--- src/rtl/boot_sel_pkg.sv ---
package boot_sel_pkg;
  typedef enum logic [1:0] {
    ST_RESET_WAIT  = 2'd0,
    ST_READ_STATUS = 2'd1,
    ST_READ_VECTOR = 2'd2,
    ST_RELEASE     = 2'd3
  } boot_state_e;
endpackage

--- src/rtl/boot_rst_sync.sv ---
module boot_rst_sync #(
  parameter int STAGES = 2
) (
  input  logic clk,
  input  logic rst_n,
  output logic rst_sync_n
);
  logic [STAGES-1:0] chain_q;
  logic [STAGES-1:0] chain_d;

  generate
    if (STAGES == 1) begin : g_one
      assign chain_d = 1'b1;
    end else begin : g_many
      assign chain_d = {chain_q[STAGES-2:0], 1'b1};
    end
  endgenerate

  always_ff @(posedge clk or negedge rst_n) begin
    if (!rst_n) chain_q <= '0;
    else        chain_q <= chain_d;
  end

  assign rst_sync_n = chain_q[STAGES-1];
endmodule

--- src/rtl/boot_seq_fsm.sv ---
module boot_seq_fsm
  import boot_sel_pkg::*;
#(
  parameter int          WAIT_CYC   = 4,
  parameter int          FA_W       = 4,
  parameter int          DATA_W     = 8,
  parameter logic [FA_W-1:0] STATUS_LOC = '0,
  parameter logic [FA_W-1:0] VECTOR_LOC = 1
) (
  input  logic              clk,
  input  logic              rst_n,
  input  logic              force_i,
  input  logic              rdy_i,
  input  logic [DATA_W-1:0] data_i,
  output logic              req_o,
  output logic [FA_W-1:0]   addr_o,
  output logic              use_vec_o,
  output logic              vec_load_o,
  output boot_state_e       state_o
);
  localparam int CNT_W = (WAIT_CYC < 2) ? 1 : $clog2(WAIT_CYC);
  localparam logic [CNT_W-1:0] CNT_LAST = CNT_W'(WAIT_CYC - 1);

  boot_state_e      state_q, state_d;
  logic [CNT_W-1:0] cnt_q, cnt_d;
  logic             cnt_en;
  logic             taken_q, force_q, force_en;
  logic             stat_nz_q, stat_en;

  always_comb begin
    state_d    = state_q;
    cnt_d      = cnt_q;
    cnt_en     = 1'b0;
    force_en   = 1'b0;
    stat_en    = 1'b0;
    req_o      = 1'b0;
    addr_o     = STATUS_LOC;
    vec_load_o = 1'b0;
    unique case (state_q)
      ST_RESET_WAIT: begin
        force_en = !taken_q;
        cnt_en   = 1'b1;
        if (cnt_q == CNT_LAST) begin
          cnt_d   = '0;
          state_d = ST_READ_STATUS;
        end else begin
          cnt_d = cnt_q + 1'b1;
        end
      end
      ST_READ_STATUS: begin
        req_o  = 1'b1;
        addr_o = STATUS_LOC;
        if (rdy_i) begin
          stat_en = 1'b1;
          state_d = ST_READ_VECTOR;
        end
      end
      ST_READ_VECTOR: begin
        req_o  = 1'b1;
        addr_o = VECTOR_LOC;
        if (rdy_i) begin
          vec_load_o = 1'b1;
          state_d    = ST_RELEASE;
        end
      end
      ST_RELEASE: begin
        state_d = ST_RELEASE;
      end
      default: state_d = ST_RESET_WAIT;
    endcase
  end

  always_ff @(posedge clk or negedge rst_n) begin
    if (!rst_n) begin
      state_q   <= ST_RESET_WAIT;
      cnt_q     <= '0;
      taken_q   <= 1'b0;
      force_q   <= 1'b0;
      stat_nz_q <= 1'b0;
    end else begin
      state_q <= state_d;
      if (cnt_en) cnt_q <= cnt_d;
      if (force_en) begin
        force_q <= force_i;
        taken_q <= 1'b1;
      end
      if (stat_en) stat_nz_q <= |data_i;
    end
  end

  assign use_vec_o = stat_nz_q | force_q;
  assign state_o   = state_q;
endmodule

--- src/rtl/boot_addr_pick.sv ---
module boot_addr_pick
  import boot_sel_pkg::*;
#(
  parameter int ADDR_W = 16,
  parameter int VEC_W  = 8
) (
  input  logic              clk,
  input  logic              rst_n,
  input  logic              vec_load_i,
  input  logic              use_vec_i,
  input  logic [VEC_W-1:0]  vec_i,
  input  boot_state_e       state_i,
  output logic [ADDR_W-1:0] boot_addr_o,
  output logic              cpu_rst_n_o
);
  localparam int LOW_W = ADDR_W - VEC_W;

  logic [ADDR_W-1:0] addr_q, addr_d;
  logic              rel_q;

  always_comb begin
    addr_d = use_vec_i ? {vec_i, {LOW_W{1'b0}}} : '0;
  end

  always_ff @(posedge clk or negedge rst_n) begin
    if (!rst_n) begin
      addr_q <= '0;
      rel_q  <= 1'b0;
    end else begin
      if (vec_load_i) addr_q <= addr_d;
      rel_q <= (state_i == ST_RELEASE);
    end
  end

  assign boot_addr_o = addr_q;
  assign cpu_rst_n_o = rel_q;
endmodule

--- src/rtl/boot_addr_sel.sv ---
module boot_addr_sel
  import boot_sel_pkg::*;
#(
  parameter int              ADDR_W      = 16,
  parameter int              DATA_W      = 8,
  parameter int              FA_W        = 4,
  parameter int              WAIT_CYC    = 4,
  parameter int              SYNC_STAGES = 2,
  parameter logic [FA_W-1:0] STATUS_LOC  = '0,
  parameter logic [FA_W-1:0] VECTOR_LOC  = 1
) (
  input  logic              clk,
  input  logic              rst_n,
  input  logic              force_ldr_i,
  output logic              flash_req_o,
  output logic [FA_W-1:0]   flash_addr_o,
  input  logic              flash_rdy_i,
  input  logic [DATA_W-1:0] flash_data_i,
  output logic              cpu_rst_n_o,
  output logic [ADDR_W-1:0] boot_addr_o
);
  logic        rst_sync_n;
  logic        use_vec;
  logic        vec_load;
  boot_state_e state;

  boot_rst_sync #(.STAGES(SYNC_STAGES)) u_sync (
    .clk        (clk),
    .rst_n      (rst_n),
    .rst_sync_n (rst_sync_n)
  );

  boot_seq_fsm #(
    .WAIT_CYC   (WAIT_CYC),
    .FA_W       (FA_W),
    .DATA_W     (DATA_W),
    .STATUS_LOC (STATUS_LOC),
    .VECTOR_LOC (VECTOR_LOC)
  ) u_seq (
    .clk        (clk),
    .rst_n      (rst_sync_n),
    .force_i    (force_ldr_i),
    .rdy_i      (flash_rdy_i),
    .data_i     (flash_data_i),
    .req_o      (flash_req_o),
    .addr_o     (flash_addr_o),
    .use_vec_o  (use_vec),
    .vec_load_o (vec_load),
    .state_o    (state)
  );

  boot_addr_pick #(.ADDR_W(ADDR_W), .VEC_W(DATA_W)) u_pick (
    .clk         (clk),
    .rst_n       (rst_sync_n),
    .vec_load_i  (vec_load),
    .use_vec_i   (use_vec),
    .vec_i       (flash_data_i),
    .state_i     (state),
    .boot_addr_o (boot_addr_o),
    .cpu_rst_n_o (cpu_rst_n_o)
  );
endmodule

--- config.mk ---
export PLATFORM = sky130hd
export DESIGN_NAME = boot_addr_sel
export DESIGN_NICKNAME = d
export VERILOG_FILES = /design/src/rtl/boot_sel_pkg.sv /design/src/rtl/boot_rst_sync.sv /design/src/rtl/boot_seq_fsm.sv /design/src/rtl/boot_addr_pick.sv /design/src/rtl/boot_addr_sel.sv
export SDC_FILE = /design/constraint.sdc
export NUM_CORES = 1
export LEC_CHECK = 0
export BUFFER_PORTS_ARGS = -buffer_cell sky130_fd_sc_hd__buf_4
export CAP_MARGIN = 0
export CORE_MARGIN = 4
export CORE_UTILIZATION = 44
export CTS_BUF_LIST = sky130_fd_sc_hd__clkbuf_2
export CTS_CLUSTER_DIAMETER = 30
export DETAILED_ROUTE_END_ITERATION = 12
export GPL_ROUTABILITY_DRIVEN = 0
export GPL_TIMING_DRIVEN = 0
export PLACE_DENSITY = 0.77
export SYNTH_ARGS = -nofsm -noshare
export SYNTH_HDL_FRONTEND = slang
export SYNTH_SLANG_ARGS = --single-unit
--- constraint.sdc ---
create_clock -name clk -period 0.9 [get_ports clk]
set_input_delay 0.225 -clock clk [delete_from_list [all_inputs] [get_ports clk]]
set_output_delay 0.225 -clock clk [all_outputs]
set_load 0.005 [all_outputs]
==> run metrics, run 1 <==
most frequent cells in the layout=32 x buf_4, 17 x dfrtp_1, 13 x buf_6; FP Rows=15; commonest non-fill, non-tap cell in the layout=buf_4; Slew headroom=0.5764; worst reg2reg path depth=6; die footprint=about 0.0027 mm2; Flop pwr share=0.634; core region area=0.001764 mm2; crit path capture type=primary output; clk root buf=clkbuf_2; YS warnings=0; Clock Tree Buf Depth=2; Hold Path Sink=u_pick.boot_addr_o[10]$_DFFE_PN0P_; DR pass1 iterations=1; status=finished with violations; fin cells=143; cell internal pwr=1.027 mW; largest net degree at the start of global routing=17; Vias/cell=about 4.6; cell count after synthesis=67; Net Sw Frac=0.2356; Post-Syn Area per Cell=12.49 um2; Clk pwr share=0.244; fin crit share=1.542; Placed Instance Area=roughly 0.0011 mm2; Final Critical Period=1.388 ns; Synth Cell Area=approximately 840 um2; Syn-to-layout area delta=63.83%; Layout Nets=136; clk_skew=0.007223 ns; vias in the first global route=690; die extent in y=51.62 um; launching point of the worst reg2reg path=u_seq.state_o[0]$_DFFE_PN0P_; Port Buffers=22; Distinct cells, synth=20; dpl cells=124; IO Count=34; Clock Sinks=18; fmax=0.7205 GHz; drt total wl=2079 um; worst min path class=in2reg; DP HPWL=1304 um; Worst Tran Pin Value=0.6354 ns; hold depth=2; Worst EP arrival=around 1.2 ns; cell area after layout=0.001371 mm2; Clk Latency, worst-skew pair=0.28 ns; R2R Setup Slk=-0.41 ns; first-pass GRT wire length=3180 um; cell taking the most area after synthesis=dfrtp_1; setup TNS=-7.378 ns; register bit total from synthesis=18; Routed Antenna Nets=0; via count=approximately 660; combinational share of power=0.122; share of layout cells above drive strength 1=0.6525; CP required=0.67 ns; Routed WL per cell=between 10 and 15 um; DRT iter0 DRCs=0; max-cap violation count=0; Lkg Pwr=0.6916 nW; final setup fails=26; Worst-path clk slew=0.17 ns; worst reg2reg path endpoint=u_pick.boot_addr_o[9]$_DFFE_PN0P_; number of buffers created by CTS=3; Synth top area share=0.5381; Synth area leaders=dfrtp_1 54%, buf_4 9.9%, a22o_2 9.6%; RSZ-0062 raised after global routing=true; final hold violations=0; DRC Markers=0; peak supply drop=0.0006617 V; nature of the critical path startpoint=flip-flop; switching power=0.3165 mW; antenna violations before repair=0; diodes inserted=0; Total Routing Usage GR=0.1645; remaining global-route overflow=0; register area share after synthesis=0.5381; CP Class=reg2out; H-tree Lvls=1; violated checks=negative setup slack; Initial Util=0.4745; power per cell area=979.8 mW/mm2; Crit Path Max Fanout=3; pins over their slew limit=0; die width=51.62 um; CTS tree=yes; Hold Crit Start=flash_data_i[2]; post-route setup slack=-0.4879 ns
power by group through the flow:
stage | Combinational [mW] | Clock [mW] | Sequential [mW]
4_1_cts | 0.151 | 0.354 | 0.853
5_1_grt | 0.178 | 0.380 | 0.858
3_3_place_gp | 0.131 | 0 | 0.864
6_report | 0.164 | 0.328 | 0.851
3_5_place_dp | 0.133 | 0 | 0.865
2_1_floorplan | 0.0667 | 0 | 0.861
cell families after synthesis:
kind of cell	share of synthesized area
multiplexers	0.03886
adder cells (fa/ha/maj)	0.07474
other	0.008972
buffers and inverters	0.1121
flip-flops	0.5381
AND/OR/NAND/NOR	0.07774
AO/OA/AOI/OAI	0.1495
stage by stage:
stage	total power, mW	util	setup slack (ns)	hold WS (ns)
detailed placement	0.9979	0.6156	-0.3770	0.008519
CTS	1.357	0.7248	-0.5275	0.1320
finish	1.344	0.7773	-0.4879	0.1595
floorplan	0.9274	-	-0.3067	-0.07059
global placement	0.9950	0.6156	-0.3646	0.007734
global route	1.416	0.7773	-0.5607	0.1198
worst max-delay path, cell delays in order, from the launching register on:
cell,delay [ns]
dfrtp_2,0.48
inv_2,0.09
ha_4,0.20
buf_6,0.11
flip-flops by register name, summed over array words and instances, names as in the netlist:
name / cells
u_seq.state_o: 2
u_sync.chain_q: 2
u_seq.stat_nz_q: 1
u_seq.force_q: 1
u_seq.cnt_q: 2
u_seq.taken_q: 1
u_pick.boot_addr_o: 8
u_pick.cpu_rst_n_o: 1
layer usage:
layer | vias up | wire (um) | global-route usage
li1 | 316 | - | -
met1 | 312 | 792 | 0.1731
met2 | 26 | 1125 | 0.3114
met3 | 2 | 145 | 0.03725
met4 | 0 | 16 | 0.06550
met5 | - | 0 | 0
cell usage after synthesis:
cell and n:
buf_4 11, a21oi_1 2, nand2b_1 1, nor4_1 2, conb_1 2, a22o_2 8, ha_1 5, nand2_4 1
a41oi_1 1, or2_2 1, mux2_2 2, nor2_4 1, nor2b_1 1, o21bai_1 1, o2bb2ai_1 1, mux2i_1 1
dfrtp_1 18, o21ai_0 2, inv_1 3, nor2_1 3
layout make-up:
| type | count | area [um2] |
|---|---|---|
| Sequential cell | 18 | 451.7 |
| Multi-Input combinational cell | 46 | 441.7 |
| Fill cell | 118 | 392.9 |
| Timing Repair Buffer | 36 | 334.1 |
| Buffer | 11 | 82.58 |
| Tap cell | 25 | 31.28 |
| Clock buffer | 3 | 15.01 |
| Inverter | 3 | 11.26 |
| Clock inverter | 1 | 3.754 |
how the worst max path moves through the flow:
stage | from | to | cells past startpoint
after floorplan | u_seq.state_o[1]$_DFFE_PN0P_ | u_seq.force_q$_DFFE_PN0P_ | 4
after global placement | u_seq.state_o[1]$_DFFE_PN0P_ | u_seq.force_q$_DFFE_PN0P_ | 4
after detailed placement | u_seq.state_o[1]$_DFFE_PN0P_ | u_seq.force_q$_DFFE_PN0P_ | 4
after CTS | u_seq.state_o[1]$_DFFE_PN0P_ | flash_req_o | 3
after global routing | u_seq.state_o[1]$_DFFE_PN0P_ | flash_req_o | 3
final | u_seq.state_o[1]$_DFFE_PN0P_ | flash_req_o | 3
timing repair:
item,4_1_cts,5_1_grt
hold endpoints to repair,2,0
endpoints found under the setup margin,26,27
setup buffers,9,4
hold buffers,1,0
gates resized for setup,22,9
pin swaps,3,10
gates cloned,0,1
Note: power is estimated with default switching activity, not from simulation.
==> run 2: changes to the inputs <==
--- a/config.mk
+++ b/config.mk
@@ -8,13 +8,13 @@
 export BUFFER_PORTS_ARGS = -buffer_cell sky130_fd_sc_hd__buf_4
 export CAP_MARGIN = 0
 export CORE_MARGIN = 4
-export CORE_UTILIZATION = 44
+export CORE_UTILIZATION = 45
 export CTS_BUF_LIST = sky130_fd_sc_hd__clkbuf_2
 export CTS_CLUSTER_DIAMETER = 30
 export DETAILED_ROUTE_END_ITERATION = 12
 export GPL_ROUTABILITY_DRIVEN = 0
 export GPL_TIMING_DRIVEN = 0
-export PLACE_DENSITY = 0.77
+export PLACE_DENSITY = 0.75
 export SYNTH_ARGS = -nofsm -noshare
 export SYNTH_HDL_FRONTEND = slang
 export SYNTH_SLANG_ARGS = --single-unit
==> constraint.sdc (replaced) <==
create_clock -name clk -period 1.45 [get_ports clk]
set_input_delay 0.3625 -clock clk [delete_from_list [all_inputs] [get_ports clk]]
set_output_delay 0.3625 -clock clk [all_outputs]
set_load 0.005 [all_outputs]
==> run metrics, run 2 (synthesis gave the netlist of run 1 again) <==
status=finished with violations; violated checks=negative setup slack; final setup fails=2; final hold violations=0; setup TNS=-0.1792 ns; diodes inserted=0; Layout Nets=130; Worst EP arrival=1.18 ns; Vias/cell=4.533; IO Count=34; fin cells=roughly 140; post-route setup slack=-0.09165 ns; number of buffers created by CTS=3; Worst-path clk slew=0.16 ns; antenna violations before repair=0; Worst Tran Pin Value=0.6216 ns; first-pass GRT wire length=2718 um; CP max stage cell=dfrtp_1; peak supply drop=about 0.00058 V; core region area=0.001745 mm2; DRT iter0 DRCs=8; WP buf/inv=2; drt total wl=1755 um; FP Rows=15; RSZ-0062 raised after global routing=true; power per cell area=approximately 670 mW/mm2; crit path capture type=primary output; Largest register FFs=8; CP required=1.09 ns; filler instances=~140; clk_skew=roughly 0.020 ns; Clock Tree Buf Depth=2; Final Critical Period=roughly 1.5 ns; dpl cells=124; Top delay family on crit path=flip-flops; Routed Antenna Nets=0; CTS tree=yes; fin crit share=1.063; fmax=0.6487 GHz; cell area after layout=0.001221 mm2; DR pass1 iterations=4; vias in the first global route=584; commonest non-fill, non-tap cell in the layout=buf_4; die footprint=0.002614 mm2; Syn-to-layout area delta=45.89%; die extent in y=just over 50 um; Port Buffers=22; Clock Sinks=18; share of layout cells above drive strength 1=0.5625; CP peak stage delay=between 0.4 and 0.5 ns; pins over their slew limit=0; Crit Path Max Fanout=3; Initial Util=0.4796; final hold slack=around 0.24 ns; H-tree Lvls=1; critical path, cell by cell=buf_4 -> ha_4 -> buf_6; DRC Markers=0; clk root buf=clkbuf_2; nature of the critical path startpoint=flip-flop; Lkg Pwr=between 0.6 and 0.7 nW; via count=621; Clk Latency, worst-skew pair=0.30 ns; worst min path class=reg2async; DP HPWL=1177 um; Routed WL per cell=between 10 and 15 um; CP Class=reg2out; Slew headroom=0.5856; Total Routing Usage GR=0.1445; max-cap violation count=0; remaining global-route overflow=0; Placed Instance Area=0.001071 mm2; largest net degree at the start of global routing=17; die width=51.13 um; total power=0.8138 mW; most frequent cells in the layout=39 x buf_4, 18 x dfrtp_1, 12 x conb_1
[run 2: cell type report]
cell class	instances	area (um2)	share of cell area
plain buffers	11	82.58	0.06762
clock buffers	3	15.01	0.01230
clock inverters	1	3.754	0.003074
inverters	3	11.26	0.009221
multi-input cells	45	384.1	0.3145
flip-flops and latches	18	450.4	0.3689
well taps	25	31.28	0.02561
repair buffers	31	242.7	0.1988
[run 2: path summary, 6_finish.rpt]
path	from	endpoint	cells after the start	slack, ns
setup reg to reg	u_seq.state_o[1]$_DFFE_PN0P_	u_pick.boot_addr_o[10]$_DFFE_PN0P_	6	0.02
max in group asynchronous	u_sync.chain_q[1]$_DFF_PN0_	u_seq.cnt_q[0]$_DFFE_PN0N_	0	0.79
hold / removal	u_sync.chain_q[1]$_DFF_PN0_	u_seq.stat_nz_q$_DFFE_PN0P_	0	0.24
min in group clk	flash_data_i[0]	u_pick.boot_addr_o[8]$_DFFE_PN0P_	2	0.28
hold reg to reg	u_sync.chain_q[1]$_DFF_PN0_	u_seq.stat_nz_q$_DFFE_PN0P_	0	0.24
setup / recovery	u_seq.state_o[1]$_DFFE_PN0P_	flash_addr_o[0]	3	-0.09
[run 2: timing repair]
action,in CTS,in global routing
hold endpoints to repair,2,0
pin swaps,2,1
setup buffers,5,3
resized for setup,10,3
hold buffers,1,0
endpoints found under the setup margin,2,4
[run 2: routing by layer]
metal / global-route usage / wire length [um] / vias to the layer above / share of wire
met1: 0.1540 / 669 / 295 / 0.38
met4: 0.01345 / 0 / 0 / 0
li1: - / - / 302 / -
met5: 0 / 0 / - / 0
met3: 0.06706 / 141 / 0 / 0.080
met2: 0.2661 / 944 / 24 / 0.54
[run 2: where the power goes]
| group | internal, mW | switching, mW |
|---|---|---|
| clock network | 0.0599 | 0.141 |
| logic | 0.0550 | 0.0313 |
| registers | 0.513 | 0.0135 |
| total | 0.628 | 0.185 |
[run 2: worst reg2reg max path: cells and delay by family, from the launching register on]
family | cells | cell delay (ns)
DFF | 1 | 0.45
buffers and inverters | 2 | 0.32
and+or+nand+nor | 2 | 0.16
adders and majority gates | 1 | 0.16
AOI/OAI and AO/OA | 1 | 0.22
[run 2: through the flow]
stage,utilization,worst slack [ns]
final,0.6996,-0.09165
after global routing,0.6996,-0.1689
after CTS,0.6789,-0.09518
after detailed placement,0.6136,0.04634
after global placement,0.6136,0.08829
after floorplan,-,0.1630
==> run 3: changes to the inputs <==
--- a/config.mk
+++ b/config.mk
@@ -15,6 +15,8 @@
 export GPL_ROUTABILITY_DRIVEN = 0
 export GPL_TIMING_DRIVEN = 0
 export PLACE_DENSITY = 0.75
+export RECOVER_POWER = 100
+export SLEW_MARGIN = 15
 export SYNTH_ARGS = -nofsm -noshare
 export SYNTH_HDL_FRONTEND = slang
 export SYNTH_SLANG_ARGS = --single-unit
==> run metrics, run 3 (synthesis gave the netlist of run 1 again) <==
final core occ=0.6975; antenna violations before repair=0; Layout Nets=130; first-pass GRT wire length=around 2700 um; final hold violations=0; Clk Latency, worst-skew pair=~0.3 ns; vias in the first global route=around 600; final hold slack=0.2377 ns; launching point of the worst reg2reg path=u_seq.state_o[1]$_DFFE_PN0P_; routing usage on met1=0.1540; worst min path class=reg2async; power per cell area=667.6 mW/mm2; Worst EP arrival=1.18 ns; most frequent cells in the layout=38 x buf_4, 18 x dfrtp_1, 12 x conb_1; Slew headroom=0.5856; Worst Tran Pin Value=between 0.6 and 0.7 ns; number of buffers created by CTS=3; Initial Util=0.4796; fmax=between 0.6 and 0.7 GHz; max-cap violation count=0; drt total wl=1758 um; GRT busiest layer=met2; critical path, cell by cell=buf_4 -> ha_4 -> buf_6; Port Buffers=22; M3 GR Usage=0.06706; Routed Antenna Nets=0; violated checks=negative setup slack; final setup fails=2; largest net degree at the start of global routing=17; Routed WL per cell=12.83 um; diodes inserted=0; clk_skew=0.02012 ns; total power=0.8128 mW; share of layout cells above drive strength 1=0.5536; Syn-to-layout area delta=45.44%; Final Critical Period=1.542 ns; filler instances=135; Largest register FFs=8; remaining global-route overflow=0; area of the multi-input gates=384.1 um2; Clk pwr share=0.247; fin cells=roughly 140; DP HPWL=about 1200 um; via count=about 620; Net Sw Frac=0.2283; DRT iter0 DRCs=8; dpl cells=about 120; Top delay family on crit path=flip-flops; commonest non-fill, non-tap cell in the layout=buf_4; Clock Sinks=18; die footprint=0.002614 mm2; clk root buf=clkbuf_2; pre-CTS setup slack=0.04634 ns; met2 GRT Util=0.2661; Placed Instance Area=0.001071 mm2; cell area after layout=0.001217 mm2; Flop pwr share=0.648; die width=51.13 um; crit path capture type=primary output; H-tree Lvls=1; setup TNS=-0.1796 ns; IO Count=34; worst reg2reg path endpoint=u_pick.boot_addr_o[10]$_DFFE_PN0P_; Total Routing Usage GR=0.1445; CP Class=reg2out; switching power=0.1855 mW; CP max stage cell=dfrtp_1; combinational share of power=0.105; DR pass1 iterations=4; status=finished with violations; FP Rows=15; Vias/cell=4.540; WP buf/inv=2; nature of the critical path startpoint=flip-flop; peak supply drop=0.0005835 V; Register Area=450.4 um2; CTS tree=yes; Clock Tree Buf Depth=2; CP peak stage delay=about 0.45 ns; Crit Path Max Fanout=3; Worst-path clk slew=0.16 ns; R2R Setup Slk=0.02 ns; pins over their slew limit=0; die extent in y=51.13 um; CP required=between 1 and 1.5 ns; post-route setup slack=-0.09182 ns; cell internal pwr=0.6272 mW; fin crit share=1.063; RSZ-0062 raised after global routing=true; core region area=around 0.0017 mm2; DRC Markers=0; Lkg Pwr=0.6356 nW; worst reg2reg path depth=6
-- run 3: what timing repair did --
item | 4_1_cts | 5_1_grt
endpoints found under the setup margin | 2 | 4
hold buffers | 1 | 0
pin swaps | 2 | 1
hold endpoints to repair | 2 | 0
gates resized for setup | 10 | 3
setup buffers | 5 | 3
-- run 3: worst max path at each step --
stage	startpoint	end	slack, ns	cells after the start
finish	u_seq.state_o[1]$_DFFE_PN0P_	flash_addr_o[0]	-0.09	3
global route	u_seq.state_o[0]$_DFFE_PN0P_	flash_req_o	-0.17	3
CTS	u_seq.state_o[1]$_DFFE_PN0P_	flash_req_o	-0.1	3
detailed placement	u_seq.state_o[1]$_DFFE_PN0P_	u_seq.force_q$_DFFE_PN0P_	0.05	4
global placement	u_seq.state_o[1]$_DFFE_PN0P_	u_seq.force_q$_DFFE_PN0P_	0.09	4
floorplan	u_seq.state_o[0]$_DFFE_PN0P_	u_seq.force_q$_DFFE_PN0P_	0.16	4
-- run 3: layer usage --
layer  part of all wire  vias to the layer above
met5                  0                        -
met4                  0                        0
met3              0.081                        0
met2               0.54                       24
met1               0.38                      297
li1                   -                      301
-- run 3: final cells by class --
type,count,area share
Inverter,3,0.009250
Timing Repair Buffer,31,0.1963
Tap cell,25,0.02569
Sequential cell,18,0.3700
Clock inverter,1,0.003083
Multi-Input combinational cell,45,0.3155
Buffer,11,0.06783
Clock buffer,3,0.01233
-- run 3: power groups by stage --
stage	Sequential [mW]	Clock, mW	Combinational [mW]
6_report	0.527	0.201	0.0852
5_1_grt	0.531	0.230	0.0945
4_1_cts	0.528	0.212	0.0833
3_5_place_dp	0.537	0	0.0809
3_3_place_gp	0.536	0	0.0803
2_1_floorplan	0.534	0	0.0414
